### src/rtl/cfgacc_pkg.sv
package cfgacc_pkg;
    typedef enum logic [1:0] {
        PH_IDLE,
        PH_ADDR,
        PH_DATA,
        PH_RESP
    } phase_e;
endpackage

### src/rtl/cfgacc_decode.sv
module cfgacc_decode #(
    parameter int BUS_W  = 8,
    parameter int DEV_W  = 5,
    parameter int FN_W   = 3,
    parameter int OFF_W  = 13,
    parameter int DATA_W = 32
) (
    input  logic [BUS_W-1:0]  bus,
    input  logic [DEV_W-1:0]  dev,
    input  logic [FN_W-1:0]   fn,
    input  logic [OFF_W-1:0]  off,
    output logic              is_root,
    output logic              reject,
    output logic [DATA_W-1:0] word
);
    // bit positions of the packed downstream index word
    localparam int FN_LSB  = 12;
    localparam int DEV_LSB = FN_LSB + FN_W;
    localparam int BUS_LSB = DEV_LSB + DEV_W;
    localparam logic [OFF_W-1:0] ROOT_MASK = OFF_W'('h1FFC);
    localparam logic [FN_W-1:0]  FN_LIMIT  = FN_W'(1);

    assign is_root = (bus == '0);
    assign reject  = is_root ? (dev != '0) : (fn > FN_LIMIT);

    always_comb begin
        word = '0;
        if (is_root) begin
            word[OFF_W-1:0] = off & ROOT_MASK;
        end else begin
            word[BUS_LSB +: BUS_W] = bus;
            word[DEV_LSB +: DEV_W] = dev;
            word[FN_LSB +: FN_W]   = fn;
            word[11:2]             = off[11:2];
            word[1:0]              = 2'b01;
        end
    end
endmodule

### src/rtl/cfgacc_seq.sv
module cfgacc_seq
    import cfgacc_pkg::*;
#(
    parameter int DATA_W = 32,
    parameter int RB_AW  = 12,
    parameter int ROOT_IDX = 'h120,
    parameter int ROOT_DAT = 'h124,
    parameter int DN_IDX   = 'h1F8,
    parameter int DN_DAT   = 'h1FC
) (
    input  logic              clk,
    input  logic              rst_n,
    input  logic              req_valid,
    output logic              req_ready,
    input  logic              req_write,
    input  logic [DATA_W-1:0] req_wdata,
    input  logic              dec_root,
    input  logic              dec_reject,
    input  logic [DATA_W-1:0] dec_word,
    output logic              rb_valid,
    input  logic              rb_ready,
    output logic              rb_write,
    output logic [RB_AW-1:0]  rb_addr,
    output logic [DATA_W-1:0] rb_wdata,
    input  logic [DATA_W-1:0] rb_rdata,
    output logic              rsp_valid,
    input  logic              rsp_ready,
    output logic [DATA_W-1:0] rsp_rdata,
    output logic              rsp_err
);
    localparam logic [RB_AW-1:0] A_RI = RB_AW'(ROOT_IDX);
    localparam logic [RB_AW-1:0] A_RD = RB_AW'(ROOT_DAT);
    localparam logic [RB_AW-1:0] A_DI = RB_AW'(DN_IDX);
    localparam logic [RB_AW-1:0] A_DD = RB_AW'(DN_DAT);

    typedef struct packed {
        phase_e            phase;
        logic              wr;
        logic              err;
        logic [RB_AW-1:0]  idx_addr;
        logic [RB_AW-1:0]  dat_addr;
        logic [DATA_W-1:0] word;
        logic [DATA_W-1:0] wdata;
        logic [DATA_W-1:0] rdata;
    } seq_t;

    seq_t st_d, st_q;

    always_comb begin
        st_d = st_q;
        case (st_q.phase)
            PH_IDLE: begin
                if (req_valid) begin
                    st_d.wr       = req_write;
                    st_d.wdata    = req_wdata;
                    st_d.word     = dec_word;
                    st_d.idx_addr = dec_root ? A_RI : A_DI;
                    st_d.dat_addr = dec_root ? A_RD : A_DD;
                    if (dec_reject) begin
                        st_d.err   = 1'b1;
                        st_d.rdata = req_write ? '0 : '1;
                        st_d.phase = PH_RESP;
                    end else begin
                        st_d.err   = 1'b0;
                        st_d.rdata = '0;
                        st_d.phase = PH_ADDR;
                    end
                end
            end
            PH_ADDR: begin
                if (rb_ready) st_d.phase = PH_DATA;
            end
            PH_DATA: begin
                if (rb_ready) begin
                    st_d.rdata = st_q.wr ? '0 : rb_rdata;
                    st_d.phase = PH_RESP;
                end
            end
            default: begin
                if (rsp_ready) st_d.phase = PH_IDLE;
            end
        endcase
    end

    always_ff @(posedge clk) begin
        if (!rst_n) begin
            st_q <= '{phase: PH_IDLE, wr: 1'b0, err: 1'b0, idx_addr: '0,
                      dat_addr: '0, word: '0, wdata: '0, rdata: '0};
        end else begin
            st_q <= st_d;
        end
    end

    assign req_ready = (st_q.phase == PH_IDLE);
    assign rb_valid  = (st_q.phase == PH_ADDR) || (st_q.phase == PH_DATA);
    assign rb_write  = (st_q.phase == PH_ADDR) ? 1'b1 : st_q.wr;
    assign rb_addr   = (st_q.phase == PH_ADDR) ? st_q.idx_addr : st_q.dat_addr;
    assign rb_wdata  = (st_q.phase == PH_ADDR) ? st_q.word : st_q.wdata;
    assign rsp_valid = (st_q.phase == PH_RESP);
    assign rsp_rdata = st_q.rdata;
    assign rsp_err   = st_q.err;

    AST_RB_HOLD: assert property (@(posedge clk) disable iff (!rst_n)
        rb_valid && !rb_ready |=> rb_valid && $stable(rb_addr) && $stable(rb_wdata) && $stable(rb_write));
    AST_INDEX_THEN_DATA: assert property (@(posedge clk) disable iff (!rst_n)
        rb_valid && rb_ready && (rb_addr == A_RI || rb_addr == A_DI)
        |=> rb_valid && (rb_addr == A_RD || rb_addr == A_DD));
    AST_RSP_HOLD: assert property (@(posedge clk) disable iff (!rst_n)
        rsp_valid && !rsp_ready |=> rsp_valid && $stable(rsp_rdata) && $stable(rsp_err));
    AST_REJECT_SILENT: assert property (@(posedge clk) disable iff (!rst_n)
        req_valid && req_ready && dec_reject |=> rsp_valid && rsp_err && !rb_valid);
endmodule

### src/rtl/cfgacc_router.sv
module cfgacc_router #(
    parameter int BUS_W  = 8,
    parameter int DEV_W  = 5,
    parameter int FN_W   = 3,
    parameter int OFF_W  = 13,
    parameter int DATA_W = 32,
    parameter int RB_AW  = 12
) (
    input  logic              clk,
    input  logic              rst_n,
    input  logic              req_valid,
    output logic              req_ready,
    input  logic              req_write,
    input  logic [BUS_W-1:0]  req_bus,
    input  logic [DEV_W-1:0]  req_dev,
    input  logic [FN_W-1:0]   req_fn,
    input  logic [OFF_W-1:0]  req_off,
    input  logic [DATA_W-1:0] req_wdata,
    output logic              rb_valid,
    input  logic              rb_ready,
    output logic              rb_write,
    output logic [RB_AW-1:0]  rb_addr,
    output logic [DATA_W-1:0] rb_wdata,
    input  logic [DATA_W-1:0] rb_rdata,
    output logic              rsp_valid,
    input  logic              rsp_ready,
    output logic [DATA_W-1:0] rsp_rdata,
    output logic              rsp_err
);
    localparam int ROOT_IDX = 'h120;
    localparam int ROOT_DAT = 'h124;
    localparam int DN_IDX   = 'h1F8;
    localparam int DN_DAT   = 'h1FC;

    logic              dec_root;
    logic              dec_reject;
    logic [DATA_W-1:0] dec_word;

    cfgacc_decode #(
        .BUS_W(BUS_W), .DEV_W(DEV_W), .FN_W(FN_W), .OFF_W(OFF_W), .DATA_W(DATA_W)
    ) u_dec (
        .bus(req_bus), .dev(req_dev), .fn(req_fn), .off(req_off),
        .is_root(dec_root), .reject(dec_reject), .word(dec_word)
    );

    cfgacc_seq #(
        .DATA_W(DATA_W), .RB_AW(RB_AW),
        .ROOT_IDX(ROOT_IDX), .ROOT_DAT(ROOT_DAT), .DN_IDX(DN_IDX), .DN_DAT(DN_DAT)
    ) u_seq (
        .clk(clk), .rst_n(rst_n),
        .req_valid(req_valid), .req_ready(req_ready), .req_write(req_write),
        .req_wdata(req_wdata),
        .dec_root(dec_root), .dec_reject(dec_reject), .dec_word(dec_word),
        .rb_valid(rb_valid), .rb_ready(rb_ready), .rb_write(rb_write),
        .rb_addr(rb_addr), .rb_wdata(rb_wdata), .rb_rdata(rb_rdata),
        .rsp_valid(rsp_valid), .rsp_ready(rsp_ready),
        .rsp_rdata(rsp_rdata), .rsp_err(rsp_err)
    );

    AST_ROOT_INDEX_MASKED: assert property (@(posedge clk) disable iff (!rst_n)
        rb_valid && rb_addr == RB_AW'(ROOT_IDX)
        |-> rb_write && ((rb_wdata & ~DATA_W'('h1FFC)) == '0));
    AST_DN_INDEX_TYPE: assert property (@(posedge clk) disable iff (!rst_n)
        rb_valid && rb_addr == RB_AW'(DN_IDX)
        |-> rb_write && rb_wdata[1:0] == 2'b01 && rb_wdata[31:28] == 4'h0);
endmodule

### config.mk
export PLATFORM = sky130hd
export DESIGN_NAME = cfgacc_router
export DESIGN_NICKNAME = d
export VERILOG_FILES = /design/src/rtl/cfgacc_pkg.sv /design/src/rtl/cfgacc_decode.sv /design/src/rtl/cfgacc_seq.sv /design/src/rtl/cfgacc_router.sv
export SDC_FILE = /design/constraint.sdc
export NUM_CORES = 1
export LEC_CHECK = 0
export BUFFER_PORTS_ARGS = -buffer_cell sky130_fd_sc_hd__buf_2
export CAP_MARGIN = 10
export CORE_ASPECT_RATIO = 1.25
export CORE_MARGIN = 1
export CORE_UTILIZATION = 43
export CTS_CLUSTER_SIZE = 14
export DETAILED_ROUTE_END_ITERATION = 10
export PLACE_DENSITY = 0.76
export SLEW_MARGIN = 15
export SYNTH_ARGS = -nofsm -noshare
export SYNTH_HDL_FRONTEND = slang
export SYNTH_SLANG_ARGS = --single-unit
### constraint.sdc
create_clock -name clk -period 1.6 [get_ports clk]
set_input_delay 0.16 -clock clk [delete_from_list [all_inputs] [get_ports clk]]
set_output_delay 0.16 -clock clk [all_outputs]
set_load 0.01 [all_outputs]
==> flow_summary.json, run 1 <==
{
  "status": "finished with violations",
  "die_w_um": 91.62,
  "fin_setup_tns_ns": -3.406,
  "dieArea_mm2": 0.01045,
  "syn_to_final_growth_pct": 35.68,
  "critPathKind": "flop to primary output",
  "r2r_slack_ns": -0.05,
  "clk_pin_slew_ns": 0.07,
  "startpoint_type": "flop",
  "finalClockSkew_ns": 0.008939,
  "netlist_area_mm2": 0.004317,
  "grt_max_degree": 43,
  "worstSkewPairLatency_ns": 0.33,
  "cp_common_cell": "buf_6",
  "grt_pass1_vias": 3804,
  "crit_path_max_fanout": 17,
  "ys_seq_elements": 96,
  "rows": 40,
  "cts.sinks": 96,
  "ys.flop_type": "dfxtp_1",
  "nets": 764,
  "fmax_mhz": 571.7,
  "place_area_mm2": 0.005195,
  "initial_core_util_pct": 44.69,
  "core_area_mm2": 0.009659,
  "powerDensity_mw_per_mm2": 1819,
  "p_leak_uw": 0.002585,
  "fin_crit_sh_pct": 109.3,
  "portBuffers": 172,
  "antenna_found_initial": 0,
  "cts_tree": "built",
  "synth_edf_count": 0,
  "async_flop_share_pct": 0,
  "path_cells": "buf_6 -> ha_4 -> buf_12 -> mux2_2 -> buf_6",
  "worstHoldPathType": "input pin to flop",
  "synth.distinct_cells": 32,
  "antennaDiodeCount": 0,
  "postSynthAreaPerCell_um2": 8.269,
  "required_ns": 1.44,
  "post-route-util_pct": 60.63,
  "gp_congestion": 0.7709,
  "ant_nets": 0,
  "chipHeight_um": 114.0,
  "setup_viol": 35,
  "violations": "negative setup slack",
  "finalInstanceArea_mm2": 0.005857,
  "path_buf_inv": 3,
  "vdd_ir_drop_max_mv": 0.7974,
  "wl_mm": 11.26,
  "drtIter0Drc": 136,
  "yosysSeqAreaShare_pct": 44.52,
  "numCtsBuffers": 9,
  "grt_pass1_wl_mm": 17.35,
  "io_pins": 180,
  "finalMaxSlewViolations": 0,
  "post-dp-hpwl_mm": 7.617,
  "dr.pass1.iters": 4,
  "remaining_drc_errors": 0,
  "cp_top_family": "buffers and inverters",
  "clock-root-buffer": "clkbuf_16",
  "rsz0062_at_grt": "yes",
  "viasPerCell": 5.112,
  "synthCells": 522,
  "detail_route.wl_per_cell_um": 14.22,
  "period_minus_slack_ns": 1.749,
  "setup_ws_ns": -0.1493,
  "cap_violations": 0,
  "finalHoldViolations": 0,
  "ys_warn_count": 0,
  "cpPeakStageDelay_ns": 0.36,
  "fillers": 848,
  "end_kind": "primary output",
  "holdWs_ns": 0.05940,
  "slowest_stage": "mux2_2",
  "cts_max_level": 3,
  "grt_usage_pct": 20.58,
  "critPathArrivalTime_ns": 1.59,
  "drive_gt1_share_pct": 41.74,
  "grt_overflow_total": 0,
  "cts_max_path_buffers": 2,
  "vias": 4049
}
==> cells by family after synthesis <==
kind of cell,count (synthesis),synth area share (%)
flops,96,44.52
mux,28,7.275
buf+inv,86,11.59
fa+ha+maj,4,1.159
compound gates,134,18.78
other cells,1,0.08687
simple gates,173,16.58
==> synth_stat cells (2+ instances only) <==
cell type | instances | share of area (%)
nor4_1 | 2 | 0.29
nand2_1 | 136 | 12
buf_4 | 41 | 7.1
buf_6 | 3 | 0.78
a21oi_1 | 54 | 6.3
inv_1 | 4 | 0.35
nor2_1 | 17 | 1.5
a31oi_1 | 23 | 3.3
nand3_1 | 4 | 0.46
o21ai_0 | 34 | 3.9
mux2_2 | 27 | 7.0
clkbuf_1 | 36 | 3.1
a31oi_2 | 10 | 2.9
or4_1 | 2 | 0.35
nor2b_1 | 7 | 1.0
ha_1 | 4 | 1.2
a22oi_1 | 7 | 1.2
dfxtp_1 | 96 | 45
a211oi_1 | 2 | 0.35
==> stage by stage <==
stage	std cells	worst slack, ns	total power (uW)
5_1_grt	792	-0.2116	11330
3_5_place_dp	768	-0.08793	7767
3_3_place_gp	768	-0.05747	7625
4_1_cts	786	-0.1614	10050
6_report	792	-0.1493	10650
2_1_floorplan	526	-0.003549	6560
==> what timing repair did <==
action | CTS | global route
gates resized for setup | 24 | 37
endpoints found under the setup margin | 39 | 103
setup buffers | 2 | 3
hold buffers | 0 | 0
gates cloned | 0 | 3
pin swaps | 1 | 0
==> area by class of cell <==
type | count | area (um2) | area share [%]
Tap cell | 126 | 157.7 | 2.692
Multi-Input combinational cell | 344 | 2022 | 34.52
Timing Repair Buffer | 205 | 1448 | 24.72
Clock buffer | 10 | 239.0 | 4.080
Inverter | 5 | 21.27 | 0.3632
Sequential cell | 96 | 1927 | 32.90
Clock inverter | 6 | 42.54 | 0.7263
==> registers in the layout (all words and copies together) (netlist names) <==
signal           flops
u_seq.rsp_rdata     32
u_seq.st_q          63
u_seq.rsp_err        1
==> final timing paths <==
check	startpoint	end	cells past startpoint
setup / recovery	u_seq.st_q[122]$_SDFFE_PN0P_	rb_wdata[16]	5
hold / removal	req_wdata[10]	u_seq.st_q[42]$_SDFFE_PN0P_	3
setup reg to reg	u_seq.st_q[123]$_SDFFE_PN0P_	u_seq.st_q[123]$_SDFFE_PN0P_	7
hold reg to reg	u_seq.st_q[63]$_SDFFE_PN0P_	u_seq.st_q[63]$_SDFFE_PN0P_	2
==> worst reg2reg max path: stages, from the launching register on <==
cell      delay (ns)
dfxtp_4         0.39
inv_4           0.05
ha_2            0.19
or4_1           0.53
o221ai_2        0.09
buf_4           0.16
nand3_1         0.07
o31ai_1         0.07
==> layer usage <==
layer  wire length [um]  global-route usage (%)
met1               4644                   24.16
met2               5605                   35.44
met3                902                   6.733
met4                111                   6.561
met5                  0                       0
==> placed cells by master, fill, tap and decap left out, types with 3 or more instances in the layout <==
| cell type | Yosys | layout |
|---|---|---|
| buf_2 | 1 | 151 |
| nand2_1 | 136 | 135 |
| dfxtp_1 | 96 | 94 |
| a21oi_1 | 54 | 52 |
| buf_6 | 3 | 25 |
| o21ai_0 | 34 | 24 |
| a31oi_1 | 23 | 23 |
| nor2_1 | 17 | 16 |
| mux2_2 | 27 | 15 |
| buf_4 | 41 | 14 |
| mux2_4 | 0 | 12 |
| clkbuf_16 | 0 | 12 |
| o21ai_1 | 0 | 10 |
| a31oi_2 | 10 | 10 |
| buf_12 | 0 | 10 |
| a22oi_1 | 7 | 7 |
| conb_1 | 1 | 5 |
| nor2b_1 | 7 | 4 |
| nand3_1 | 4 | 4 |
| inv_1 | 4 | 3 |
==> report_power, final <==
group | internal (uW) | switching, uW
Combinational | 2550 | 2630
Sequential | 3110 | 369
Clock | 1100 | 897
Total | 6760 | 3890
Note: power is estimated with default switching activity, not from simulation.
==> inputs of run 2 (changes only) <==
- CELL_PAD_IN_SITES_DETAIL_PLACEMENT: not set -> 2
- CELL_PAD_IN_SITES_GLOBAL_PLACEMENT: not set -> 2
- CORE_UTILIZATION: 43 -> 24
- PLACE_DENSITY: 0.76 -> not set
- PLACE_DENSITY_LB_ADDON: not set -> 0.1
==> flow_summary.json, run 2 (synthesis results as in run 1) <==
{
  "detail_route.wl_per_cell_um": 19.19,
  "slowest_stage": "mux2_2",
  "vias": 4322,
  "grt_max_degree": 39,
  "hold_depth": 3,
  "rsz0062_at_grt": "yes",
  "io_pins": 180,
  "drtIter0Drc": 94,
  "remaining_drc_errors": 0,
  "register_area_mm2": 0.001927,
  "place_inst": 872,
  "vdd_ir_drop_max_mv": 0.5874,
  "multiInputGateArea_mm2": 0.002855,
  "viasPerCell": 4.708,
  "crit_path_max_fanout": 10,
  "fin_crit_sh_pct": 113.1,
  "fmax_mhz": 552.8,
  "cpPeakStageDelay_ns": 0.35,
  "critPathKind": "flop to primary output",
  "drive_gt1_share_pct": 62.25,
  "powerDensity_mw_per_mm2": 1914,
  "largest_reg_flops": 63,
  "wl_mm": 17.62,
  "post-route-util_pct": 41.73,
  "finalHoldViolations": 0,
  "period_minus_slack_ns": 1.809,
  "setup_viol": 89,
  "dieArea_mm2": 0.01853,
  "antenna_found_initial": 2,
  "cts_max_path_buffers": 2,
  "path_buf_inv": 3,
  "worstSkewPairLatency_ns": 0.35,
  "fillers": 1880,
  "cts.sinks": 96,
  "cap_violations": 0,
  "final_cell_mix": "buf_2, nand2_1, dfxtp_1",
  "worst_pin_slew_ns": 0.6665,
  "worstHoldPathType": "input pin to flop",
  "post-dp-hpwl_mm": 10.47,
  "grt_overflow_total": 0,
  "clk_pin_slew_ns": 0.07,
  "syn_to_final_growth_pct": 69.16,
  "grt_pass1_vias": 4621,
  "cp_common_cell": "buf_6",
  "pre_cts_slack_ns": -0.2038,
  "dr.pass1.iters": 4,
  "final_common_cell": "buf_2",
  "setup_ws_ns": -0.2088,
  "core_area_mm2": 0.01750,
  "rows": 54,
  "path_cells": "buf_6 -> ha_4 -> buf_12 -> mux2_2 -> buf_6",
  "cp_top_family": "buffers and inverters",
  "initial_core_util_pct": 24.67,
  "ant_nets": 0,
  "numCtsBuffers": 9,
  "largest-register": "u_seq.st_q",
  "cts_max_level": 3,
  "finalClockSkew_ns": 0.008539,
  "worst-path-stages": 5,
  "chipHeight_um": 151.9,
  "finalMaxSlewViolations": 0,
  "antennaDiodeCount": 0,
  "fin_setup_tns_ns": -7.594,
  "cts_tree": "built",
  "grt_pass1_wl_mm": 24.32,
  "gp_congestion": 0.6992,
  "holdBufCountCts": 0,
  "reg2reg_depth": 10,
  "grt_usage_pct": 17.14,
  "nets": 792,
  "end_kind": "primary output",
  "fin_cells": 918,
  "power_uw": 13980,
  "startpoint_type": "flop",
  "violations": "negative setup slack",
  "die_w_um": 122.0,
  "critPathArrivalTime_ns": 1.65,
  "portBuffers": 172,
  "clock-root-buffer": "clkbuf_16",
  "status": "finished with violations",
  "p_leak_uw": 0.003024,
  "relSlewSlack_pct": 55.57,
  "required_ns": 1.44
}
==> run 2: timing repair <==
action | CTS | global route
setup buffers | 9 | 11
pin swaps | 5 | 30
cloned | 3 | 12
setup endpoints to repair | 67 | 130
gates resized for setup | 93 | 197
==> run 2: worst paths after layout <==
path	startpoint	endpoint	slack, ns
setup / recovery	u_seq.st_q[122]$_SDFFE_PN0P_	rb_wdata[8]	-0.21
hold / removal	req_wdata[21]	u_seq.st_q[53]$_SDFFE_PN0P_	0.03
setup reg to reg	u_seq.st_q[122]$_SDFFE_PN0P_	u_seq.rsp_rdata[14]$_SDFFE_PN0P_	-0.12
hold reg to reg	u_seq.st_q[61]$_SDFFE_PN0P_	u_seq.st_q[61]$_SDFFE_PN0P_	0.46
==> run 2: per-stage QoR <==
| stage | hold WS (ns) | cell area, um2 |
|---|---|---|
| after global routing | 0.03124 | 7302 |
| after CTS | 0.02406 | 6186 |
| after detailed placement | 0.4077 | 5350 |
| after floorplan | 0.2960 | 4358 |
| after global placement | 0.4016 | 5350 |
| final | 0.03487 | 7302 |
==> run 2: layer usage <==
metal,global-route usage [%],wire length (um),vias to the layer above
met4,5.056,259,0
met1,19.71,7112,2120
li1,-,-,2064
met2,29.89,9331,122
met3,5.255,915,16
met5,0,0,-
==> run 2: final cells by class <==
class	count	share of cell area, %
Multi-Input combinational cell	344	39.10
Sequential cell	96	26.39
Timing Repair Buffer	233	25.93
Tap cell	224	3.838
Clock buffer	9	3.084
Clock inverter	7	1.302
Inverter	5	0.3598
==> run 2: worst reg2reg max path: cells and delay by family, from the launching register on <==
family,cells,cell delay [ns]
buf+inv,6,0.73
flops,1,0.34
compound gates,2,0.23
fa+ha+maj,1,0.17
mux,1,0.16
==> run 2: where the power goes <==
part	switching, uW	total (uW)	internal (uW)
logic	3980	7990	4020
registers	499	3610	3110
clock network	999	2370	1370
total	5470	14000	8500
==> inputs of run 3 (changes only) <==
--- a/constraint.sdc
+++ b/constraint.sdc
@@ -3,2 +3,2 @@
 set_output_delay 0.16 -clock clk [all_outputs]
-set_load 0.01 [all_outputs]
+set_load 0.005 [all_outputs]
==> flow_summary.json, run 3 (synthesis results as in run 1) <==
{
  "status": "finished with violations",
  "violations": "negative setup slack",
  "final_common_cell": "buf_2",
  "chipHeight_um": 151.9,
  "finalClockSkew_ns": 0.006777,
  "required_ns": 1.44,
  "fillers": 1952,
  "r2r_slack_ns": -0.17,
  "finalMaxSlewViolations": 0,
  "remaining_drc_errors": 0,
  "rsz0062_at_grt": "yes",
  "cp-startpoint": "u_seq.st_q[122]$_SDFFE_PN0P_",
  "startpoint_type": "flop",
  "register_area_mm2": 0.001927,
  "vdd_ir_drop_max_mv": 0.7359,
  "fin_crit_sh_pct": 115.4,
  "finalHoldViolations": 0,
  "syn_to_final_growth_pct": 54.20,
  "setup_ws_ns": -0.2466,
  "clock-root-buffer": "clkbuf_16",
  "drtIter0Drc": 138,
  "holdWs_ns": 0.04503,
  "relSlewSlack_pct": 65.85,
  "powerDensity_mw_per_mm2": 1894,
  "vias": 4281,
  "fmax_mhz": 541.5,
  "r2r_end": "u_seq.st_q[48]$_SDFFE_PN0P_",
  "numCtsBuffers": 9,
  "setup_viol": 118,
  "cts_tree": "built",
  "rows": 54,
  "worst_pin_slew_ns": 0.5122,
  "largest-register": "u_seq.st_q",
  "clk_pin_slew_ns": 0.07,
  "crit_end": "rb_wdata[16]",
  "path_cells": "buf_6 -> ha_4 -> buf_6 -> buf_12 -> mux2_4 -> buf_6",
  "cp_common_cell": "buf_6",
  "viasPerCell": 4.658,
  "end_kind": "primary output",
  "nets": 791,
  "grt_max_degree": 45,
  "drive_gt1_share_pct": 45.02,
  "ant_nets": 0,
  "cts.sinks": 96,
  "place_inst": 873,
  "critPathKind": "flop to primary output",
  "post-dp-hpwl_mm": 10.41,
  "cp_top_family": "buffers and inverters",
  "grt_usage_pct": 18.55,
  "critPathArrivalTime_ns": 1.69,
  "slowest_stage": "dfxtp_2",
  "gp_congestion": 0.7082,
  "largest_reg_flops": 63,
  "final_cell_mix": "buf_2, nand2_1, dfxtp_1",
  "grt_pass1_vias": 4702,
  "grt_overflow_total": 0,
  "reg2reg_depth": 9,
  "wl_mm": 16.93,
  "dr.pass1.iters": 4,
  "crit_path_max_fanout": 5,
  "dieArea_mm2": 0.01853,
  "worstHoldPathType": "input pin to flop",
  "cts_max_path_buffers": 2,
  "die_w_um": 122.0,
  "detail_route.wl_per_cell_um": 18.42,
  "cpPeakStageDelay_ns": 0.34,
  "path_buf_inv": 4,
  "initial_core_util_pct": 24.67,
  "period_minus_slack_ns": 1.847,
  "core_area_mm2": 0.01750,
  "worstSkewPairLatency_ns": 0.35,
  "reg2reg_from": "u_seq.st_q[122]$_SDFFE_PN0P_",
  "p_leak_uw": 0.002892,
  "cap_violations": 0,
  "portBuffers": 172,
  "antenna_found_initial": 2,
  "multiInputGateArea_mm2": 0.002166,
  "fin_cells": 919,
  "io_pins": 180,
  "cts_max_level": 3,
  "worst-path-stages": 6,
  "grt_pass1_wl_mm": 25.99
}
==> run 3: routing by layer <==
metal  global-route usage, %  wire [um]
met1                   20.70       6782
met4                   6.467        259
met2                   33.55       8990
met5                       0          0
met3                   4.429        896
==> run 3: what timing repair did <==
action,4_1_cts,5_1_grt
buffers inserted,13,3
gates cloned,12,0
pin swaps,5,2
setup endpoints to repair,114,129
gates resized for setup,103,14
hold buffers,0,0
==> run 3: area by class of cell <==
cell class / count / share of cell area (%)
Sequential cell: 96 / 28.95
Antenna cell: 2 / 0.07519
Multi-Input combinational cell: 344 / 32.54
Clock buffer: 11 / 3.496
Timing Repair Buffer: 232 / 29.23
Tap cell: 224 / 4.211
Inverter: 5 / 0.2820
Clock inverter: 5 / 1.222
==> run 3: worst min-delay path by stage <==
| stage | startpoint | depth (start not counted) | endpoint |
|---|---|---|---|
| global route | req_wdata[1] | 3 | u_seq.st_q[33]$_SDFFE_PN0P_ |
| finish | req_wdata[23] | 3 | u_seq.st_q[55]$_SDFFE_PN0P_ |
| CTS | req_wdata[6] | 3 | u_seq.st_q[38]$_SDFFE_PN0P_ |
| global placement | req_wdata[1] | 3 | u_seq.st_q[33]$_SDFFE_PN0P_ |
| detailed placement | req_wdata[20] | 3 | u_seq.st_q[52]$_SDFFE_PN0P_ |
| floorplan | req_wdata[1] | 2 | u_seq.st_q[33]$_SDFFE_PN0P_ |
==> run 3: through the flow <==
step                 TNS, ns  setup WS, ns  cell area (um2)  utilization [%]  power (uW)
finish                -14.48       -0.2466             6656            38.04       12610
global route          -23.70       -0.3078             6654            38.02       13410
CTS                   -10.29       -0.2885             6560            37.49       12610
detailed placement    -6.308       -0.1518             5346            30.55        7712
global placement      -4.600       -0.1233             5346            30.55        7527
floorplan           -0.06605      -0.06605             4338                -        6214
==> run 3: tightest hold or removal path, delay by kind of cell <==
family                 cells  cell delay [ns]
AO/OA/AOI/OAI              1             0.05
buffers and inverters      1             0.09
AND/OR/NAND/NOR            1             0.04
==> run 3: where the power goes <==
part	leakage (uW)	switching, uW	internal, uW	total, uW
logic	0.00195	3020	3750	6770
clock network	0.000150	967	1370	2340
registers	0.000791	390	3110	3500
